==> src/rtl/rfsh_pkg.sv <==
package rfsh_pkg;

  typedef enum logic [2:0] {
    ST_HOLD,
    ST_IDLE,
    ST_REQ,
    ST_SETUP,
    ST_STROBE,
    ST_PRECH
  } rfsh_state_e;

  function automatic int unsigned cdiv(input int unsigned num, input int unsigned den);
    return (num + den - 1) / den;
  endfunction

  function automatic int unsigned umax(input int unsigned a, input int unsigned b);
    return (a > b) ? a : b;
  endfunction

endpackage

==> src/rtl/rfsh_interval_timer.sv <==
module rfsh_interval_timer #(
  parameter int unsigned PERIOD_CYC = 1953
) (
  input  logic clk,
  input  logic rst_n,
  input  logic en,
  output logic tick
);
  localparam int unsigned TW = (PERIOD_CYC > 1) ? $clog2(PERIOD_CYC) : 1;

  logic [TW-1:0] cnt_q;

  always_ff @(posedge clk) begin
    if (!rst_n || !en) begin
      cnt_q <= '0;
      tick  <= 1'b0;
    end else if (cnt_q == TW'(PERIOD_CYC - 1)) begin
      cnt_q <= '0;
      tick  <= 1'b1;
    end else begin
      cnt_q <= cnt_q + TW'(1);
      tick  <= 1'b0;
    end
  end
endmodule

==> src/rtl/rfsh_debt_counter.sv <==
module rfsh_debt_counter #(
  parameter int unsigned MAX_DEBT = 8
) (
  input  logic clk,
  input  logic rst_n,
  input  logic tick,
  input  logic served,
  output logic owed,
  output logic overflow
);
  localparam int unsigned DW = $clog2(MAX_DEBT + 1);

  logic [DW-1:0] debt_q;

  always_ff @(posedge clk) begin
    if (!rst_n) begin
      debt_q   <= '0;
      overflow <= 1'b0;
    end else begin
      unique case ({tick, served})
        2'b10: begin
          if (debt_q == DW'(MAX_DEBT)) overflow <= 1'b1;
          else                         debt_q   <= debt_q + DW'(1);
        end
        2'b01: begin
          if (debt_q != '0) debt_q <= debt_q - DW'(1);
        end
        default: ;
      endcase
    end
  end

  assign owed = (debt_q != '0);
endmodule

==> src/rtl/rfsh_cycle_fsm.sv <==
module rfsh_cycle_fsm
  import rfsh_pkg::*;
#(
  parameter int unsigned PWR_CYC     = 25000,
  parameter int unsigned RAS_CYC     = 8,
  parameter int unsigned PRE_CYC     = 5,
  parameter int unsigned INIT_CYCLES = 8,
  parameter int unsigned ROW_W       = 11
) (
  input  logic             clk,
  input  logic             rst_n,
  input  logic             owed,
  input  logic             bus_gnt,
  input  logic             ras_only_mode,
  output logic             bus_req,
  output logic             ras_n,
  output logic             cas_n,
  output logic             row_addr_en,
  output logic [ROW_W-1:0] row_addr,
  output logic             ready,
  output logic             served
);
  localparam int unsigned CMAX = umax(PWR_CYC, umax(RAS_CYC, PRE_CYC));
  localparam int unsigned CW   = $clog2(CMAX + 1);
  localparam int unsigned IW   = $clog2(INIT_CYCLES + 1);

  rfsh_state_e      st_q, st_d;
  logic [CW-1:0]    cnt_q, cnt_d;
  logic             mode_q, mode_d;
  logic             done;
  logic             in_cyc_d;
  logic [IW-1:0]    init_q;
  logic             ready_q;
  logic [ROW_W-1:0] row_q;

  always_comb begin
    st_d   = st_q;
    cnt_d  = cnt_q;
    mode_d = mode_q;
    done   = 1'b0;
    unique case (st_q)
      ST_HOLD: begin
        if (cnt_q == '0) st_d  = ST_REQ;
        else             cnt_d = cnt_q - CW'(1);
      end
      ST_IDLE: begin
        if (!ready_q || owed) st_d = ST_REQ;
      end
      ST_REQ: begin
        if (bus_gnt) begin
          st_d   = ST_SETUP;
          mode_d = ras_only_mode;
        end
      end
      ST_SETUP: begin
        st_d  = ST_STROBE;
        cnt_d = CW'(RAS_CYC - 1);
      end
      ST_STROBE: begin
        if (cnt_q == '0) begin
          st_d  = ST_PRECH;
          cnt_d = CW'(PRE_CYC - 1);
        end else begin
          cnt_d = cnt_q - CW'(1);
        end
      end
      ST_PRECH: begin
        if (cnt_q == '0) begin
          st_d = ST_IDLE;
          done = 1'b1;
        end else begin
          cnt_d = cnt_q - CW'(1);
        end
      end
      default: st_d = ST_HOLD;
    endcase
  end

  assign in_cyc_d = (st_d == ST_SETUP) || (st_d == ST_STROBE);

  always_ff @(posedge clk) begin
    if (!rst_n) begin
      st_q        <= ST_HOLD;
      cnt_q       <= CW'(PWR_CYC - 1);
      mode_q      <= 1'b0;
      init_q      <= '0;
      ready_q     <= 1'b0;
      row_q       <= '0;
      bus_req     <= 1'b0;
      ras_n       <= 1'b1;
      cas_n       <= 1'b1;
      row_addr_en <= 1'b0;
    end else begin
      st_q        <= st_d;
      cnt_q       <= cnt_d;
      mode_q      <= mode_d;
      bus_req     <= (st_d == ST_REQ) || in_cyc_d || (st_d == ST_PRECH);
      ras_n       <= (st_d != ST_STROBE);
      cas_n       <= !(in_cyc_d && !mode_d);
      row_addr_en <= in_cyc_d && mode_d;
      if (done) begin
        if (mode_q) row_q <= row_q + ROW_W'(1);
        if (!ready_q) begin
          init_q <= init_q + IW'(1);
          if (init_q == IW'(INIT_CYCLES - 1)) ready_q <= 1'b1;
        end
      end
    end
  end

  assign ready    = ready_q;
  assign served   = done && ready_q;
  assign row_addr = row_q;
endmodule

==> src/rtl/dram_refresh_seq.sv <==
module dram_refresh_seq
  import rfsh_pkg::*;
#(
  parameter int unsigned CLK_PERIOD_NS = 8,
  parameter int unsigned POWERUP_NS    = 200000,
  parameter int unsigned INIT_CYCLES   = 8,
  parameter int unsigned ROW_W         = 11,
  parameter int unsigned RETENTION_NS  = 32000000,
  parameter int unsigned RAS_LOW_NS    = 60,
  parameter int unsigned PRECHARGE_NS  = 40,
  parameter int unsigned CYCLE_NS      = 110,
  parameter int unsigned MAX_DEBT      = 8
) (
  input  logic             clk,
  input  logic             rst_n,
  input  logic             ras_only_mode,
  output logic             bus_req,
  input  logic             bus_gnt,
  output logic             ras_n,
  output logic             cas_n,
  output logic             we_n,
  output logic [ROW_W-1:0] row_addr,
  output logic             row_addr_en,
  output logic             ready,
  output logic             overflow
);
  localparam int unsigned ROWS         = 1 << ROW_W;
  localparam int unsigned PWR_CYC      = cdiv(POWERUP_NS, CLK_PERIOD_NS);
  localparam int unsigned PRE_CYC      = cdiv(PRECHARGE_NS, CLK_PERIOD_NS);
  localparam int unsigned CYC_CYC      = cdiv(CYCLE_NS, CLK_PERIOD_NS);
  localparam int unsigned RAS_CYC      = umax(cdiv(RAS_LOW_NS, CLK_PERIOD_NS),
                                              (CYC_CYC > PRE_CYC + 1) ? CYC_CYC - PRE_CYC - 1 : 1);
  localparam int unsigned INTERVAL_CYC = RETENTION_NS / ROWS / CLK_PERIOD_NS;

  logic tick;
  logic owed;
  logic served;

  rfsh_interval_timer #(
    .PERIOD_CYC(INTERVAL_CYC)
  ) u_timer (
    .clk  (clk),
    .rst_n(rst_n),
    .en   (ready),
    .tick (tick)
  );

  rfsh_debt_counter #(
    .MAX_DEBT(MAX_DEBT)
  ) u_debt (
    .clk     (clk),
    .rst_n   (rst_n),
    .tick    (tick),
    .served  (served),
    .owed    (owed),
    .overflow(overflow)
  );

  rfsh_cycle_fsm #(
    .PWR_CYC    (PWR_CYC),
    .RAS_CYC    (RAS_CYC),
    .PRE_CYC    (PRE_CYC),
    .INIT_CYCLES(INIT_CYCLES),
    .ROW_W      (ROW_W)
  ) u_fsm (
    .clk          (clk),
    .rst_n        (rst_n),
    .owed         (owed),
    .bus_gnt      (bus_gnt),
    .ras_only_mode(ras_only_mode),
    .bus_req      (bus_req),
    .ras_n        (ras_n),
    .cas_n        (cas_n),
    .row_addr_en  (row_addr_en),
    .row_addr     (row_addr),
    .ready        (ready),
    .served       (served)
  );

  // Write enable never drops, so a CAS-first cycle is never a test-mode entry.
  assign we_n = 1'b1;
endmodule

==> config.mk <==
export PLATFORM = sky130hd
export DESIGN_NAME = dram_refresh_seq
export DESIGN_NICKNAME = d
export VERILOG_FILES = /design/src/rtl/rfsh_pkg.sv /design/src/rtl/rfsh_interval_timer.sv /design/src/rtl/rfsh_debt_counter.sv /design/src/rtl/rfsh_cycle_fsm.sv /design/src/rtl/dram_refresh_seq.sv
export SDC_FILE = /design/constraint.sdc
export NUM_CORES = 1
export LEC_CHECK = 0
export BUFFER_PORTS_ARGS = -buffer_cell sky130_fd_sc_hd__buf_2
export CAP_MARGIN = 20
export CORE_MARGIN = 4
export CORE_UTILIZATION = 50
export CTS_BUF_LIST = sky130_fd_sc_hd__clkbuf_8
export DETAILED_ROUTE_END_ITERATION = 12
export PLACE_DENSITY = 0.7
export REMOVE_ABC_BUFFERS = 1
export SETUP_SLACK_MARGIN = 0.3
export SLEW_MARGIN = 20
export SYNTH_ARGS = -nofsm -noshare
export SYNTH_HDL_FRONTEND = slang
export SYNTH_HIERARCHICAL = 1
export SYNTH_SLANG_ARGS = --single-unit
export TNS_END_PERCENT = 100
==> constraint.sdc <==
create_clock -name clk -period 2.4 [get_ports clk]
set_input_delay 0 -clock clk [delete_from_list [all_inputs] [get_ports clk]]
set_output_delay 0 -clock clk [all_outputs]
set_load 0.02 [all_outputs]
==> impl_metrics.csv, run 1 <==
group,metric,value,unit
floorplan,rows,27,
finish,nFillCells,461,
finish,area_growth,29.5,%
floorplan,die_area,7140,um2
route,totalWireLength,7.22,mm
placed_design,gp_congestion,0.875,
sta,finalClockSkew,0.00578,ns
min_path,min-delay-start,"rst_n",
synth,ys_warn_count,6,
min_path,min_to,"u_fsm/cnt_q[2]",
sta,worst_pin_slew,0.840,ns
clocking,cts_tree,"built",
setup_path,crit_start,"u_fsm/cnt_q[1]",
synth,synth-edff-count,0,
floorplan,die_h,84.5,um
route,via_per_inst,5.63,
min_path,holdPathStages,2,
setup_path,worstPathRequired,2.60,ns
grt,antenna_found_initial,0,
synth,ys_ff_latch,56,
sta,hold_viol,0,
sta,drv_slew,0,
setup_path,r2r_cells,11,
finish,diodes,0,
sta,fmax,409,MHz
clocking,cts.sinks,56,
clocking,cts_max_level,2,
sta,slew-limit-headroom,43.6,%
grt,overflow,0,
synth,synth.top_cell.area_share,38.3,%
clocking,clock-root-buffer,"clkbuf_8",
synth,synth_most_common_cell,"dfxtp_1",
route,num_vias,2681,
setup_path,cp-end-kind,"flop",
route,drcViolationCount,0,
synth,synth_flop_cell,"dfxtp_1",
synth,synth_area,2930,um2
route,wl_per_cell,15.2,um
grt,grt_max_degree,24,
finish,final_layout_size_suffix_gt1_share,31.4,%
setup_path,startpoint_type,"flop",
synth,syn-instance-count,344,
finish,final_cells,476,
synth,ys_async_sr_fraction,0,%
synth,synth_commonest_cells,"dfxtp_1 (56), nor2_1 (44), nand2_1 (27)",
sta,min_period,2.45,ns
placed_design,portBuffers,20,
clocking,numCtsBuffers,5,
setup_path,critical_path.max_fanout,3,
setup_path,critical_path_class,"flop to flop",
grt,grt_pass1_wl,11.1,mm
run_status,outcome,"finished, violations left",
synth,synth_largest_area_cell,"dfxtp_1",
run_status,violations,"negative setup slack",
run,cap_violations,0,
pwr,p_per_area,390,nW/um2
synth,ys_types,61,
setup_path,r2r_setup_slack,-0.05,ns
floorplan,dieWidth,84.5,um
synth,ys_seq_area_share,38.3,%
synth,synthTopCellsByArea,"dfxtp_1 (38%), nor2_1 (5.6%), xnor2_1 (5.4%)",
clocking,clkLatencyLatePin,0.30,ns
setup_path,timing.rr.end,"u_debt/debt_q[3]",
setup_path,r2r_start,"u_fsm/cnt_q[1]",
sta,rsz0062_at_grt,"yes",
sta,min_period_over_period,102,%
floorplan,initial_core_util,52.5,%
pwr,peakVddDrop,0.323,mV
sta,setup_slack,-0.0453,ns
pwr,p_leak,1.44,nW
floorplan,ioPinCount,22,
placed_design,place.detailed.hpwl,4.78,mm
setup_path,crit_arrival,2.64,ns
floorplan,core,5570,um2
clocking,path_clk_slew,0.09,ns
grt,grt_util_all_layers,18.5,%
min_path,min_path_type,"input pin to flop",
placed_design,dp_cells,457,
pwr,p_total,1.48,mW
route,first_iter_violations,172,
finish,num-nets-final,415,
synth,syn-mean-instance-area,8.50,um2
sta,setup_viol,2,
grt,grt_pass1_vias,2451,
route,antenna_left,0,
clocking,cts_buffer_depth,2,
route,first_pass_iters,4,
sequential cells by signal, indices dropped and copies added, names as in the netlist:
signal	cells
u_timer/tick	1
u_fsm/ras_n	1
u_fsm/cas_n	1
u_fsm/mode_q	1
u_fsm/bus_req	1
u_fsm/row_addr	11
u_fsm/ready	1
u_debt/debt_q	4
u_timer/cnt_q	11
u_fsm/st_q	3
u_debt/overflow	1
u_fsm/row_addr_en	1
u_fsm/cnt_q	15
u_fsm/init_q	4
worst max-delay path: stages (launching register included):
cell      delay [ns]
dfxtp_2         0.33
inv_2           0.07
ha_4            0.13
or4b_4          0.48
nor4_4          0.30
and3_4          0.25
nand2b_4        0.06
buf_6           0.11
buf_6           0.10
or3_1           0.31
a21oi_1         0.15
nor3_1          0.05
area by class of cell:
class / count / area, um2 / share of cell area, %
clock buffer: 5 / 68.8 / 1.82
tap: 72 / 90.1 / 2.38
multi-input combinational: 263 / 1930 / 50.9
timing repair buffer: 66 / 513 / 13.5
inverter: 12 / 45.0 / 1.19
clock inverter: 2 / 8.76 / 0.231
sequential: 56 / 1140 / 30.0
how the worst max path moves through the flow:
stage	cells after the start	to	slack (ns)
2_1_floorplan	9	u_debt/debt_q[2]	-0.32
3_3_place_gp	11	u_debt/debt_q[2]	0.03
3_5_place_dp	11	u_debt/debt_q[2]	-0.06
4_1_cts	11	u_debt/debt_q[3]	0.002
5_1_grt	11	u_debt/debt_q[3]	-0.11
6_report	11	u_debt/debt_q[3]	-0.05
cell families after synthesis:
family	synth area share [%]
buffers and inverters	3.93
XOR/XNOR	9.24
flip-flops	38.3
AND/OR/NAND/NOR	30.6
multiplexers	2.10
AO/OA/AOI/OAI	12.3
adder cells (fa/ha/maj)	3.34
other	0.128
per-stage QoR:
stage	utilization, %	setup slack (ns)	area (um2)	hold slack (ns)	setup TNS, ns
2_1_floorplan	-	-0.320	2860	0.0592	-0.507
3_5_place_dp	59.2	-0.0568	3300	0.278	-0.0568
6_report	68.0	-0.0453	3790	0.0336	-0.0752
4_1_cts	61.9	0.00247	3450	0.0205	0
5_1_grt	68.0	-0.113	3790	0.0311	-0.302
3_3_place_gp	59.2	0.0309	3300	0.279	0
power by group:
group          total [mW]  internal (mW)  switching, mW
clock network       0.469          0.195          0.274
registers           0.935          0.932        0.00297
logic              0.0726         0.0323         0.0403
cell usage in the layout, fill, tap and decap left out, types with 5 or more instances in the layout:
cell type	count
dfxtp_1	46
nor2_1	42
buf_4	32
nand2_1	26
buf_2	21
nand3_1	18
xnor2_1	17
inv_1	11
xor2_1	11
a21oi_1	10
buf_6	10
nand4_1	10
nor3_1	9
dfxtp_2	9
clkbuf_8	5
mux2i_1	5
a31oi_1	5
o21ai_0	5
nor4_1	5
ha_1	5
routing by layer:
layer  vias up  track usage [%]  share of wire (%)
met5         -                0                  0
met4         0             5.90                1.6
met3        12             2.85                4.3
met2        68             30.7                 49
met1      1250             24.7                 45
li1       1351                -                  -
timing repair:
item	in CTS	in global routing
gates cloned	0	2
hold buffers	1	0
endpoints found under the hold margin	2	0
setup buffers	2	7
gates resized for setup	14	56
endpoints found under the setup margin	20	22
pin swaps	3	33
Note: power is estimated with default switching activity, not from simulation.
==> run 2: changes to the inputs <==
--- a/config.mk
+++ b/config.mk
@@ -8,8 +8,10 @@
 export BUFFER_PORTS_ARGS = -buffer_cell sky130_fd_sc_hd__buf_2
-export CAP_MARGIN = 20
+export CAP_MARGIN = 10
+export CELL_PAD_IN_SITES_DETAIL_PLACEMENT = 1
+export CELL_PAD_IN_SITES_GLOBAL_PLACEMENT = 1
 export CORE_MARGIN = 4
-export CORE_UTILIZATION = 50
+export CORE_UTILIZATION = 43
 export CTS_BUF_LIST = sky130_fd_sc_hd__clkbuf_8
 export DETAILED_ROUTE_END_ITERATION = 12
-export PLACE_DENSITY = 0.7
+export PLACE_DENSITY = 0.78
 export REMOVE_ABC_BUFFERS = 1
==> constraint.sdc (replaced) <==
create_clock -name clk -period 2.4 [get_ports clk]
set_input_delay 0.24 -clock clk [delete_from_list [all_inputs] [get_ports clk]]
set_output_delay 0.24 -clock clk [all_outputs]
set_load 0.02 [all_outputs]
==> impl_metrics.csv, run 2 (synthesis results as in run 1) <==
group,metric,value,unit
run_status,outcome,"finished, violations left",
run_status,violations,"negative setup slack",
finish,final_layout_size_suffix_gt1_share,35.4,%
sta,fin_hold_ws,0.193,ns
placed_design,gp_congestion,0.806,
setup_path,critical_path.max_fanout,2,
route,wl_per_cell,23.3,um
sta,fmax,388,MHz
route,first_iter_violations,273,
pwr,p_per_area,410,nW/um2
finish,area_growth,36.7,%
clocking,path_clk_slew,0.12,ns
sta,rsz0062_at_grt,"yes",
grt,grt_pass1_vias,3061,
grt,antenna_found_initial,0,
route,antenna_left,0,
min_path,min_path_type,"input pin to flop",
grt,grt_util_met2,40.5,%
finish,layout_common_cells,"dfxtp_1 (54), buf_4 (47), nor2_1 (41)",
placed_design,dp_cells,462,
route,totalWireLength,11.6,mm
grt,grt_util_all_layers,22.7,%
sta,setup_slack,-0.174,ns
grt,grt_use_met3,4.00,%
clocking,cts_buffer_depth,2,
clocking,cts.sinks,56,
finish,final_common_cell,"dfxtp_1",
setup_path,crit_chain,"inv_2 > ha_4 > or4b_4 > nor4_4 > and3_4 > nand2b_4 > xnor2_1 > ha_2 > and2_4 > o21ai_2 > mux2i_1",
floorplan,die_h,90.5,um
clocking,cts_max_level,2,
finish,multi_input_area,1990,um2
grt,grt_pass1_wl,15.3,mm
route,drcViolationCount,0,
floorplan,core,6490,um2
finish,nFillCells,737,
sta,setup_viol,4,
grt,overflow,0,
finish,num-nets-final,431,
floorplan,ioPinCount,22,
route,num_vias,3075,
floorplan,dieWidth,90.5,um
clocking,clkLatencyLatePin,0.33,ns
placed_design,place.detailed.hpwl,5.86,mm
placed_design,portBuffers,20,
sta,drv_slew,0,
setup_path,crit_arrival,2.82,ns
grt,grt_util_met1,26.9,%
route,first_pass_iters,5,
route,via_per_inst,6.17,
floorplan,initial_core_util,45.0,%
run,cap_violations,0,
clocking,holdBufCountCts,0,
finish,regMostFlops,"u_fsm/cnt_q",
clocking,cts_tree,"built",
finish,seq_area,1120,um2
finish,largest_reg_flops,15,
grt,grt-busiest-layer,"met2",
pwr,p_leak,1.59,nW
setup_path,startpoint_type,"flop",
setup_path,cp_num_cells,11,
sta,hold_viol,0,
floorplan,die_area,8190,um2
pwr,peakVddDrop,0.352,mV
setup_path,max_stage_delay,0.50,ns
setup_path,worstPathRequired,2.65,ns
min_path,holdPathStages,2,
sta,finalClockSkew,0.0171,ns
floorplan,rows,29,
sta,min_period_over_period,107,%
finish,final_cells,498,
setup_path,cpMaxStageDelayCell,"or4b_4",
sta,min_period,2.57,ns
setup_path,critical-path-top-delay-family,"simple AND/OR/NAND/NOR gates",
finish,diodes,0,
setup_path,r2r_cells,11,
clocking,clock-root-buffer,"clkbuf_8",
setup_path,cp-end-kind,"flop",
setup_path,crit_buf_inv,1,
clocking,numCtsBuffers,5,
setup_path,critical_path_class,"flop to flop",
sta,worst_pin_slew,0.882,ns
grt,grt_max_degree,24,
sta,slew-limit-headroom,40.8,%
run 2: timing repair:
action,in CTS,in global routing
buffers inserted,12,15
pin swaps,22,33
cloned,1,0
resized for setup,41,39
endpoints found under the setup margin,16,39
run 2: layout make-up:
cell class	instances	area share [%]
Multi-Input combinational cell	263	49.8
Sequential cell	56	28.1
Timing Repair Buffer	82	16.3
Tap cell	77	2.41
Clock buffer	5	1.72
Inverter	12	1.13
Clock inverter	3	0.532
run 2: power breakdown:
group | leakage [nW] | internal, mW | switching, mW
combinational | 1.09 | 0.0687 | 0.0670
clock | 0.0445 | 0.209 | 0.356
sequential | 0.451 | 0.934 | 0.00407
total | 1.59 | 1.21 | 0.427
run 2: worst register-to-register path, cell delays in order (launching register included):
cell,delay (ns)
dfxtp_2,0.36
inv_2,0.09
ha_4,0.15
or4b_4,0.50
nor4_4,0.23
and3_4,0.26
nand2b_4,0.06
xnor2_1,0.14
ha_2,0.22
and2_4,0.15
o21ai_2,0.15
mux2i_1,0.19
run 2: metal layers:
metal / share of wire (%) / up-vias
li1: - / 1384
met1: 40 / 1535
met2: 51 / 119
met3: 4.7 / 37
met4: 4.0 / 0
met5: 0 / -
run 2: worst paths after layout:
path | start | end | slack, ns
worst max-delay path | u_fsm/cnt_q[0] | u_debt/debt_q[2] | -0.17
worst min-delay path | ras_only_mode | u_fsm/cas_n | 0.19
worst max register to register | u_fsm/cnt_q[0] | u_debt/debt_q[2] | -0.17
worst min register to register | u_timer/cnt_q[0] | u_timer/cnt_q[0] | 0.47
run 2: per-stage QoR:
step | setup TNS (ns) | util, % | total power [mW] | area (um2) | worst slack, ns
CTS | -0.0749 | 56.7 | 1.60 | 3680 | -0.0749
detailed placement | -0.0537 | 50.9 | 1.02 | 3310 | -0.0537
finish | -0.310 | 61.5 | 1.64 | 4000 | -0.174
global route | -0.670 | 61.5 | 1.69 | 4000 | -0.205
floorplan | -0.507 | - | 0.987 | 2860 | -0.320
global placement | 0 | 50.9 | 1.02 | 3310 | 0.0424
==> run 3: changes to the inputs <==
Clock period 2.4 ns to 2.1 ns, I/O delays scaled along.
==> impl_metrics.csv, run 3 (synthesis results as in run 1) <==
group,metric,value,unit
run_status,outcome,"finished, violations left",
run_status,violations,"negative setup slack",
floorplan,die_h,90.5,um
grt,grt_util_all_layers,24.3,%
placed_design,place_area,3430,um2
route,first_iter_violations,235,
sta,fmax,369,MHz
route,totalWireLength,12.2,mm
min_path,min_path_type,"input pin to flop",
sta,worst_pin_slew,0.971,ns
clocking,clock-root-buffer,"clkbuf_8",
clocking,holdBufCountCts,0,
route,wl_per_cell,24.1,um
finish,seq_area,1120,um2
clocking,cts_max_level,2,
pwr,peakVddDrop,0.430,mV
grt,grt_util_met1,27.6,%
route,antenna_left,0,
clocking,cts_buffer_depth,2,
setup_path,startpoint_type,"flop",
sta,setup_slack,-0.609,ns
sta,min_period,2.71,ns
grt,grt_pass1_wl,16.2,mm
setup_path,crit_chain,"inv_2 > ha_4 > or4b_4 > nor4_4 > and3_4 > nand2b_4 > xnor2_2 > ha_4 > nor3_2 > o21ai_2 > mux2i_1",
setup_path,critical_path_class,"flop to flop",
route,num_vias,3163,
setup_path,critical_path.max_fanout,2,
sta,setup_viol,34,
placed_design,dp_cells,479,
sta,hold_viol,0,
setup_path,worstPathRequired,2.36,ns
sta,fin_setup_tns,-5.97,ns
grt,grt_use_met3,4.00,%
setup_path,max_stage_delay,0.49,ns
grt,grt_max_degree,24,
pwr,p_leak,1.60,nW
finish,final_common_cell,"buf_4",
finish,final_area,4120,um2
setup_path,r2r_setup_slack,-0.61,ns
clocking,cts_tree,"built",
finish,diodes,0,
floorplan,dieWidth,90.5,um
grt,overflow,0,
finish,area_growth,40.8,%
clocking,numCtsBuffers,5,
setup_path,crit_arrival,2.97,ns
grt,grt_pass1_vias,3143,
floorplan,initial_core_util,45.0,%
pwr,p_total,1.92,mW
setup_path,r2r_cells,11,
setup_path,crit_top_cell,"ha_4",
placed_design,gp_congestion,0.845,
floorplan,die_area,8190,um2
route,via_per_inst,6.25,
finish,final_cells,506,
placed_design,place.detailed.hpwl,6.02,mm
min_path,holdPathStages,2,
placed_design,portBuffers,20,
floorplan,ioPinCount,22,
finish,largest_reg_flops,15,
finish,regMostFlops,"u_fsm/cnt_q",
sta,slew-limit-headroom,34.8,%
setup_path,cpMaxStageDelayCell,"or4b_4",
finish,nFillCells,723,
sta,min_period_over_period,129,%
finish,final_layout_size_suffix_gt1_share,38.2,%
clocking,path_clk_slew,0.11,ns
floorplan,rows,29,
floorplan,core,6490,um2
sta,rsz0062_at_grt,"yes",
finish,multi_input_area,2060,um2
sta,drv_slew,0,
pwr,p_per_area,466,nW/um2
finish,num-nets-final,439,
route,first_pass_iters,5,
grt,grt_util_met2,45.4,%
finish,layout_common_cells,"buf_4 (59), dfxtp_1 (54), nor2_1 (42)",
sta,finalClockSkew,0.0154,ns
placed_design,pre_cts_ws,-0.387,ns
route,drcViolationCount,0,
grt,grt-busiest-layer,"met2",
setup_path,cp-end-kind,"flop",
clocking,cts.sinks,56,
grt,antenna_found_initial,0,
clocking,clkLatencyLatePin,0.33,ns
run,cap_violations,0,
run 3: cell count changes in the layout (fill, tap and decap cells not counted), moves of 2 or more:
cell / delta
buf_4: +12
nand3_2: +2
nor3_2: +4
a31oi_4: +2
buf_6: -3
buf_12: -2
a31oi_1: -2
o21ai_0: -2
nor3_1: -3
run 3: worst paths after layout:
kind | from | end
worst max-delay path | u_fsm/cnt_q[0] | u_debt/debt_q[2]
worst min register to register | u_timer/cnt_q[0] | u_timer/cnt_q[0]
worst max register to register | u_fsm/cnt_q[0] | u_debt/debt_q[2]
worst min-delay path | ras_only_mode | u_fsm/cas_n
run 3: power by group:
group	leakage, nW	switching, mW	total, mW	internal [mW]
Clock	0.0600	0.382	0.744	0.362
Sequential	0.451	0.00408	1.07	1.07
Combinational	1.09	0.0611	0.103	0.0417
Total	1.60	0.447	1.92	1.47
run 3: timing repair:
action,in CTS,in global routing
gates resized for setup,43,44
setup buffers,7,10
pin swaps,10,30
endpoints found under the setup margin,42,43
cloned,2,0
run 3: final cells by class:
type                    count  share of cell area, %
flip-flops and latches     56                   27.3
inverters                  12                   1.09
clock buffers               5                   1.67
clock inverters             3                   1.12
multi-input cells         263                   50.1
well taps                  77                   2.34
repair buffers             90                   16.4
run 3: through the flow:
step / hold WS (ns) / utilization [%]
finish: 0.161 / 63.4
global route: 0.158 / 63.4
CTS: 0.144 / 58.8
detailed placement: 0.450 / 52.9
global placement: 0.439 / 52.9
floorplan: 0.269 / -
run 3: metal layers:
metal / vias up / share of wire (%) / wire length, um
li1: 1402 / - / -
met1: 1554 / 40 / 4860
met2: 158 / 51 / 6190
met3: 49 / 5.2 / 633
met4: 0 / 4.1 / 504
met5: - / 0 / 0
run 3: critical path: cells and delay by family, from the launching register on:
family | cells | cell delay (ns)
AOI/OAI and AO/OA | 1 | 0.18
adders and majority gates | 2 | 0.32
buffers and inverters | 1 | 0.09
DFF | 1 | 0.35
and+or+nand+nor | 5 | 1.25
xor gates and xnor gates | 1 | 0.22
muxes | 1 | 0.21
